File: config.mk
export PLATFORM = sky130hd
export DESIGN_NAME = cpu_reset_seq
export DESIGN_NICKNAME = d
export VERILOG_FILES = /design/src/rtl/rseq_pkg.sv /design/src/rtl/rseq_step_ctr.sv /design/src/rtl/rseq_addr_mux.sv /design/src/rtl/rseq_regs.sv /design/src/rtl/cpu_reset_seq.sv
export SDC_FILE = /design/constraint.sdc
export NUM_CORES = 1
export LEC_CHECK = 0
export BUFFER_PORTS_ARGS = -buffer_cell sky130_fd_sc_hd__buf_2
export CAP_MARGIN = 0
export CORE_UTILIZATION = 42
export DETAILED_ROUTE_END_ITERATION = 7
export PLACE_DENSITY = 0.8
export REMOVE_ABC_BUFFERS = 1
export SLEW_MARGIN = 20
export SYNTH_ARGS = -nofsm -noshare
export SYNTH_HDL_FRONTEND = slang
export SYNTH_SLANG_ARGS = --single-unit
File: constraint.sdc
create_clock -name clk -period 2.8 [get_ports clk]
set_input_delay 0.14 -clock clk [delete_from_list [all_inputs] [get_ports clk]]
set_output_delay 0.14 -clock clk [all_outputs]
set_load 0.01 [all_outputs]
File: src/rtl/rseq_pkg.sv
package rseq_pkg;

  typedef enum logic [2:0] {
    PH_DUMMY,
    PH_STACK,
    PH_VLO,
    PH_VHI,
    PH_RUN
  } rseq_phase_e;

  localparam int IFLAG_BIT = 2;

  // Page-one address for a stack pointer value.
  function automatic logic [15:0] stack_addr(input logic [7:0] s);
    return {8'h01, s};
  endfunction

  // Program counter from the two vector bytes.
  function automatic logic [15:0] join_vec(input logic [7:0] hi, input logic [7:0] lo);
    return {hi, lo};
  endfunction

  // Status with the interrupt-disable flag forced on.
  function automatic logic [7:0] with_iflag(input logic [7:0] p);
    logic [7:0] r;
    r = p;
    r[IFLAG_BIT] = 1'b1;
    return r;
  endfunction

endpackage

File: src/rtl/rseq_step_ctr.sv
module rseq_step_ctr
  import rseq_pkg::*;
#(
  parameter int DUMMY_READS = 2,
  parameter int STACK_READS = 3
) (
  input  logic        clk,
  input  logic        rst_n,
  output rseq_phase_e phase
);
  localparam int TOTAL = DUMMY_READS + STACK_READS + 2;
  localparam int W     = $clog2(TOTAL + 1);
  localparam logic [W-1:0] STK_FIRST = W'(DUMMY_READS);
  localparam logic [W-1:0] VLO_STEP  = W'(DUMMY_READS + STACK_READS);
  localparam logic [W-1:0] VHI_STEP  = W'(DUMMY_READS + STACK_READS + 1);
  localparam logic [W-1:0] RUN_STEP  = W'(TOTAL);

  logic [W-1:0] step;

  always_ff @(posedge clk or negedge rst_n) begin
    if (!rst_n)               step <= '0;
    else if (step != RUN_STEP) step <= step + 1'b1;
  end

  always_comb begin
    if (step < STK_FIRST)      phase = PH_DUMMY;
    else if (step < VLO_STEP)  phase = PH_STACK;
    else if (step == VLO_STEP) phase = PH_VLO;
    else if (step == VHI_STEP) phase = PH_VHI;
    else                       phase = PH_RUN;
  end

  // Once handed off, the sequencer never re-enters an earlier phase.
  a_r6_run_sticky: assert property (@(posedge clk) disable iff (!rst_n)
    (phase == PH_RUN) |=> (phase == PH_RUN));

endmodule

File: src/rtl/rseq_addr_mux.sv
module rseq_addr_mux
  import rseq_pkg::*;
#(
  parameter logic [15:0] VEC_LO = 16'hFFFC
) (
  input  rseq_phase_e phase,
  input  logic [15:0] pc,
  input  logic [7:0]  sp,
  output logic [15:0] addr,
  output logic        rnw
);
  localparam logic [15:0] VEC_HI = VEC_LO + 16'd1;

  always_comb begin
    unique case (phase)
      PH_STACK: addr = stack_addr(sp);
      PH_VLO:   addr = VEC_LO;
      PH_VHI:   addr = VEC_HI;
      default:  addr = pc;
    endcase
  end

  // The reset path never writes; the first fetch after it is a read as well.
  assign rnw = 1'b1;

endmodule

File: src/rtl/rseq_regs.sv
module rseq_regs
  import rseq_pkg::*;
#(
  parameter logic [15:0] RESET_PC = 16'h00FF,
  parameter logic [7:0]  RESET_SP = 8'hC0,
  parameter logic [7:0]  RESET_P  = 8'h02
) (
  input  logic        clk,
  input  logic        rst_n,
  input  rseq_phase_e phase,
  input  logic [7:0]  data_in,
  output logic [15:0] pc,
  output logic [7:0]  sp,
  output logic [7:0]  status,
  output logic [7:0]  vec_lo
);
  logic stack_step, lo_step, hi_step;
  assign stack_step = (phase == PH_STACK);
  assign lo_step    = (phase == PH_VLO);
  assign hi_step    = (phase == PH_VHI);

  always_ff @(posedge clk or negedge rst_n) begin
    if (!rst_n) begin
      pc     <= RESET_PC;
      sp     <= RESET_SP;
      status <= RESET_P;
      vec_lo <= '0;
    end else begin
      if (stack_step) sp <= sp - 8'd1;
      if (lo_step) begin
        vec_lo <= data_in;
        status <= with_iflag(status);
      end
      if (hi_step) pc <= join_vec(data_in, vec_lo);
    end
  end

  a_r3_sp_dec: assert property (@(posedge clk) disable iff (!rst_n)
    stack_step |=> (sp == $past(sp) - 8'd1));
  a_r3_sp_hold: assert property (@(posedge clk) disable iff (!rst_n)
    !stack_step |=> $stable(sp));
  a_r2_pc_hold: assert property (@(posedge clk) disable iff (!rst_n)
    !hi_step |=> $stable(pc));
  a_r5_iflag_on: assert property (@(posedge clk) disable iff (!rst_n)
    hi_step |-> status[IFLAG_BIT]);
  a_r6_pc_from_bus: assert property (@(posedge clk) disable iff (!rst_n)
    hi_step |=> (pc[15:8] == $past(data_in)));

endmodule

File: src/rtl/cpu_reset_seq.sv
module cpu_reset_seq
  import rseq_pkg::*;
#(
  parameter int          DUMMY_READS = 2,
  parameter int          STACK_READS = 3,
  parameter logic [15:0] VEC_LO      = 16'hFFFC,
  parameter logic [15:0] RESET_PC    = 16'h00FF,
  parameter logic [7:0]  RESET_SP    = 8'hC0,
  parameter logic [7:0]  RESET_P     = 8'h02
) (
  input  logic        clk,
  input  logic        rst_n,
  input  logic [7:0]  data_in,
  output logic [15:0] addr,
  output logic        rnw,
  output logic [7:0]  sp,
  output logic [7:0]  status,
  output logic [15:0] pc,
  output logic        fetch
);
  rseq_phase_e phase;
  logic [7:0]  vec_lo;

  rseq_step_ctr #(
    .DUMMY_READS(DUMMY_READS),
    .STACK_READS(STACK_READS)
  ) u_step (
    .clk  (clk),
    .rst_n(rst_n),
    .phase(phase)
  );

  rseq_regs #(
    .RESET_PC(RESET_PC),
    .RESET_SP(RESET_SP),
    .RESET_P (RESET_P)
  ) u_regs (
    .clk    (clk),
    .rst_n  (rst_n),
    .phase  (phase),
    .data_in(data_in),
    .pc     (pc),
    .sp     (sp),
    .status (status),
    .vec_lo (vec_lo)
  );

  rseq_addr_mux #(
    .VEC_LO(VEC_LO)
  ) u_mux (
    .phase(phase),
    .pc   (pc),
    .sp   (sp),
    .addr (addr),
    .rnw  (rnw)
  );

  assign fetch = (phase == PH_RUN);

  a_r4_vec_lo_addr: assert property (@(posedge clk) disable iff (!rst_n)
    (phase == PH_VLO) |-> (addr == VEC_LO));
  a_r4_vec_hi_follows: assert property (@(posedge clk) disable iff (!rst_n)
    (phase == PH_VLO) |=> (addr == VEC_LO + 16'd1));
  a_r6_fetch_at_pc: assert property (@(posedge clk) disable iff (!rst_n)
    fetch |-> (addr == pc));
  a_r6_pc_low_byte: assert property (@(posedge clk) disable iff (!rst_n)
    $rose(fetch) |-> (pc[7:0] == vec_lo));
  a_r1_read_only: assert property (@(posedge clk) rnw);

endmodule

# Word level (Yosys, flattened, before mapping)
# Index checks and enable logic that the tools add are counted.
# word_totals
n_memories	0
latch_bits	0
register_bits	36
romBits	0
inputBits	10
word_cells	21
ramBits	0
output_inout_bits	50
# op_classes
mul	0
n_reduce_logical	0
bitwise	0
magnitude_cmp	2
div_mod_pow	0
n_mux	5
n_addsub	2
n_shift	0
eq_ne	7
# ops
cell	count
$pmux W16 S3	1
$mux W3	4
$eq A3 B3 Y1 const B	3
$sub A8 B1 Y8 const B	1
$eq A3 B2 Y1 const B	2
$add A3 B1 Y3 const B	1
$eq A3 B1 Y1 const B	1
$lt A3 B2 Y1 const B	1
$lt A3 B3 Y1 const B	1
$ne A3 B3 Y1 const B	1

# Logic depth before layout (Yosys ltp)
# logic_depth
ltp_word	7
ltp_mapped	7

# Modules after synthesis
# From an unflattened synthesis, not the netlist that was laid out.
# hier_totals
hier_cells	166
area_unflattened_um2	1896.8
# modules_own_cells
module	instances	cells_each	area_per_inst_um2
rseq_regs	1	94	1373.8
rseq_addr_mux	1	53	317.8
rseq_step_ctr	1	18	192.7
cpu_reset_seq	1	1	12.5

# Least setup slack after synthesis
# No wires, ideal clock.
# synth_timing
kind	flip-flop to flip-flop
startpoint	register u_step.step[0]
endpoint	register u_regs.pc[10]
setup_time_ps	125
arrival_ps	1720
path_stages_with_launch	8
path_slack_ps	955
t_required_ps	2675
cell_sequence	dfrtp_1 > buf_2 > inv_1 > ha_1 > o21ai_1 > nor3_4 > buf_8 > mux2_2
# synth_via
elab_chain_cells	6
# synth_rtl
item	line_no	source
from (decl)	rseq_step_ctr.sv:18	logic [W-1:0] step;
from (signal assigned)	rseq_step_ctr.sv:22	else if (step != RUN_STEP) step <= step + 1'b1;
$eq A3 B3 Y1	rseq_step_ctr.sv:29	else if (step == VHI_STEP) phase = PH_VHI;
$mux W3	rseq_step_ctr.sv:29	
$mux W3	rseq_step_ctr.sv:28	else if (step == VLO_STEP) phase = PH_VLO;
$mux W3	rseq_step_ctr.sv:27	else if (step < VLO_STEP) phase = PH_STACK;
$mux W3 (*)	rseq_step_ctr.sv:26	if (step < STK_FIRST) phase = PH_DUMMY;
$eq A3 B2 Y1 (*)	rseq_regs.sv:20	assign hi_step = (phase == PH_VHI);
to (signal assigned)	rseq_regs.sv:34	if (hi_step) pc <= join_vec(data_in, vec_lo);
to (decl)	rseq_regs.sv:12	output logic [15:0] pc,
# Every way passes the cells marked *; elsewhere a longest branch is shown, timed or not.
# A chain may end at the register's enable or synchronous reset.

# Worst setup path in the final report
# layout_timing
startpoint	register u_step.step[0]
endpoint	output addr[0]
# layout_via
elab_chain_cells	7
# layout_rtl
item	line_no	source
$eq A3 B3 Y1	rseq_step_ctr.sv:29	
$mux W3	rseq_step_ctr.sv:29	
$mux W3	rseq_step_ctr.sv:28	
$mux W3	rseq_step_ctr.sv:27	
$mux W3 (*)	rseq_step_ctr.sv:26	
$eq A3 B2 Y1 / $eq A3 B1 Y1 (equally long branches)	rseq_addr_mux.sv:15	unique case (phase)
$pmux W16 S3 (*)	rseq_addr_mux.sv:15	
to (decl)	cpu_reset_seq.sv:14	output logic [15:0] addr,
# Marks and branches as above.

==> results.md <==
- Worst Skew: around 0.0083 ns
- Max stage delay on crit path: ~0.57 ns
- Initial antenna violation count: 0
- Hold Crit Class: in2reg
- Top FF cell, synth: dfrtp_1
- RSZ-0062 raised after global routing: no
- Num ports: 60
- TritonCTS clock tree: built
- Die width: 67.50 um
- Power consumption: 0.9989 mW
- Final Setup Violations: 0
- Min Hold Slack: 0.08735 ns
- Adder-Cell Fraction of Synth Area: around 3.5%
- Critical path's top delay family: flip-flops
- WL final: 3.513 mm
- Post-CTS setup buffer count: 0
- Layout Cells excl Fill: 256
- Share of cells above drive strength 1: 47.09%
- Crit start category: flip-flop
- # clock sinks: 36
- Max IR drop VDD: around 0.35 mV
- Seq/Total Area, Yosys: 50.69%
- EDFF count, synth: 0
- DRC Markers: 0
- Synth unique cells: 35
- Syn avg cell area: 11.78 um^2
- Crit Path Max Fanout: 10
- Die H: 67.50 um
- Routed WL per cell: 13.72 um
- First-pass GRT wire length: 5.816 mm
- Worst Path Required: 2.66 ns
- # diodes: 0
- Slowest cell on the critical path: dfrtp_1
- Final slew viol count: 0
- Post-synthesis compound-gate area fraction: 7.292%
- Simple-gate portion of the synthesized area: 11.67%
- Initial DRC count: between 80 and 90
- Worst path arrival time: 2.21 ns
- Cell count after synthesis: 153
- Yosys warning count: 0
- Initial Util: between 40% and 50%
- Most frequent cells in the layout: buf_2, dfrtp_1, mux2_2
- Std cell rows: 23
- RD Place Congestion: between 0.7 and 0.8
- P per Cell Area: 465.8 nW/um^2
- Max Freq: 0.4250 GHz
- Critical path, cell by cell: inv_1, ha_1, o221a_2, nor3_1, a221o_1, buf_2
- Final instance area: about 2100 um^2
- Outcome: completed
- Final Hold Vio Count: 0
- Async set-reset flop share out of synthesis: 100.0%
- Final net count: 220
- Clock slew at reported path FFs: 0.07 ns
- Leakage: 0.9563 nW
- Combinational share of power: 8.6%
- Final min period: approximately 2.4 ns
- Total iterations of the first detailed-routing run: 4
- Mapped Area: around 1800 um^2
- Crit Path Category: reg2out
- Placed cell areas: about 2000 um^2
- Tot GR Track Use: 17.51%
- Vias in the first global route: 1236
- CTS Buffer Depth: 2
- Relative slew slack: about half
- Post-route clock period utilization: 84.04%
- IO buf count: 51
- Largest net degree at the start of global routing: 37
- Cell-internal power: 0.7597 mW
- Grt ovf: 0
- Sequential share of power: 55.5%
- Commonest non-fill, non-tap cell in the layout: buf_2
- WP buf/inv: 2
- Dpl cells: 247
- H-tree levels: 2
- Worst slew pin tran: between 0.7 and 0.8 ns
- Area grow syn2layout: 19.03%
- Vias per cell: 5.121
- Post-CTS Hold Fix Bufs: 1
- Fillers: 360
- TNS Setup: 0 ns
- Clk root buf: clkbuf_8
- Clk Latency, worst-skew pair: between 0.2 and 0.3 ns
- Clock network power share: 35.8%
- Mux share of post-synthesis cell area: around 16%
- Die area: 4556 um^2
- Vias post-DR: between 1000 and 1500
- Max Cap Violations: 0
- Largest family of logic cells by synthesized area: multiplexers
- Resized Gates After CTS: 0
- Psw: 0.2392 mW
- Post-DRT Antenna Nets: 0
- Crit end category: primary output
- Post-DP HPWL: roughly 2.6 mm
- Post-synthesis sequential element count: 36
- Post-Synth XOR/XNOR Area: 3.889%
- Clock buffer count from CTS: 5
- Total core area: between 4000 and 5000 um^2
- Net Sw Frac: 23.95%
per-layer routing:
layer,wire (um),track usage [%],share of wire (%)
met5,0,0,0
met4,23,5.585,0.65
met3,219,5.405,6.2
met2,1664,26.24,47
met1,1605,23.97,46
synthesized netlist by cell type (all sizes together), types with 2 or more instances:
cell type  count  area share, %
nor2          16            3.3
buf           14            5.6
o21ai          6            1.7
nor3           7            2.6
nand3          7            1.9
conb           2           0.42
o211ai         3            1.2
xnor2          8            3.9
dfstp         10             15
ha             5            3.5
dfrtp         26             36
inv            4           0.83
nand2b         3            1.0
mux2          25             16
nand2          2           0.56
o22a           3            1.5
stage by stage:
stage                     setup slack, ns  utilization [%]
after floorplan                    0.9243                -
after global placement             0.8033            50.51
after detailed placement           0.6997            50.51
after CTS                          0.4187            52.85
after global routing               0.2555            52.85
final                              0.4469            52.85
power groups by stage:
stage          logic (mW)  registers [mW]  clock network (mW)
2_1_floorplan      0.0370           0.567                   0
3_3_place_gp       0.0853           0.564                   0
3_5_place_dp       0.0867           0.564                   0
4_1_cts            0.0883           0.555               0.369
5_1_grt            0.0963           0.557               0.387
6_report           0.0864           0.555               0.358
kinds of logic (layout without fill, tap and decap cells):
group,after synthesis,in the layout
other cells,2,8
flops,36,36
buf+inv,18,65
simple gates,40,40
mux,26,26
fa+ha+maj,5,5
xor+xnor,8,8
compound gates,18,18
path summary, 6_finish.rpt:
| path | startpoint | endpoint | slack (ns) | cells after the start |
|---|---|---|---|---|
| min in group asynchronous | rst_n | u_regs.sp[4]$_DFFE_PN0N_ | 0.47 | 2 |
| worst max register to register | u_step.step[0]$_DFFE_PN0P_ | u_regs.vec_lo[1]$_DFFE_PN0N_ | 0.67 | 5 |
| worst min register to register | u_regs.status[2]$_DFFE_PN0N_ | u_regs.status[2]$_DFFE_PN0N_ | 0.49 | 1 |
| max in group asynchronous | rst_n | u_regs.vec_lo[0]$_DFFE_PN0N_ | 1.83 | 2 |
| worst max-delay path | u_step.step[0]$_DFFE_PN0P_ | addr[0] | 0.45 | 6 |
| worst min-delay path | data_in[2] | u_regs.vec_lo[2]$_DFFE_PN0N_ | 0.09 | 2 |
sequential cells by signal, indices dropped and copies added, names as in the netlist:
register,count
u_regs.pc,16
u_step.step,3
u_regs.vec_lo,8
u_regs.sp,8
u_regs.status,1
layout make-up:
type / count / area, um^2 / share of cell area, %
inverters: 4 / 15.01 / 0.7001
flip-flops and latches: 36 / 913.4 / 42.59
repair buffers: 53 / 272.8 / 12.72
clock buffers: 7 / 76.32 / 3.559
well taps: 50 / 62.56 / 2.917
clock inverters: 1 / 8.758 / 0.4084
multi-input cells: 105 / 795.8 / 37.11
Note: power is estimated with default switching activity, not from simulation.
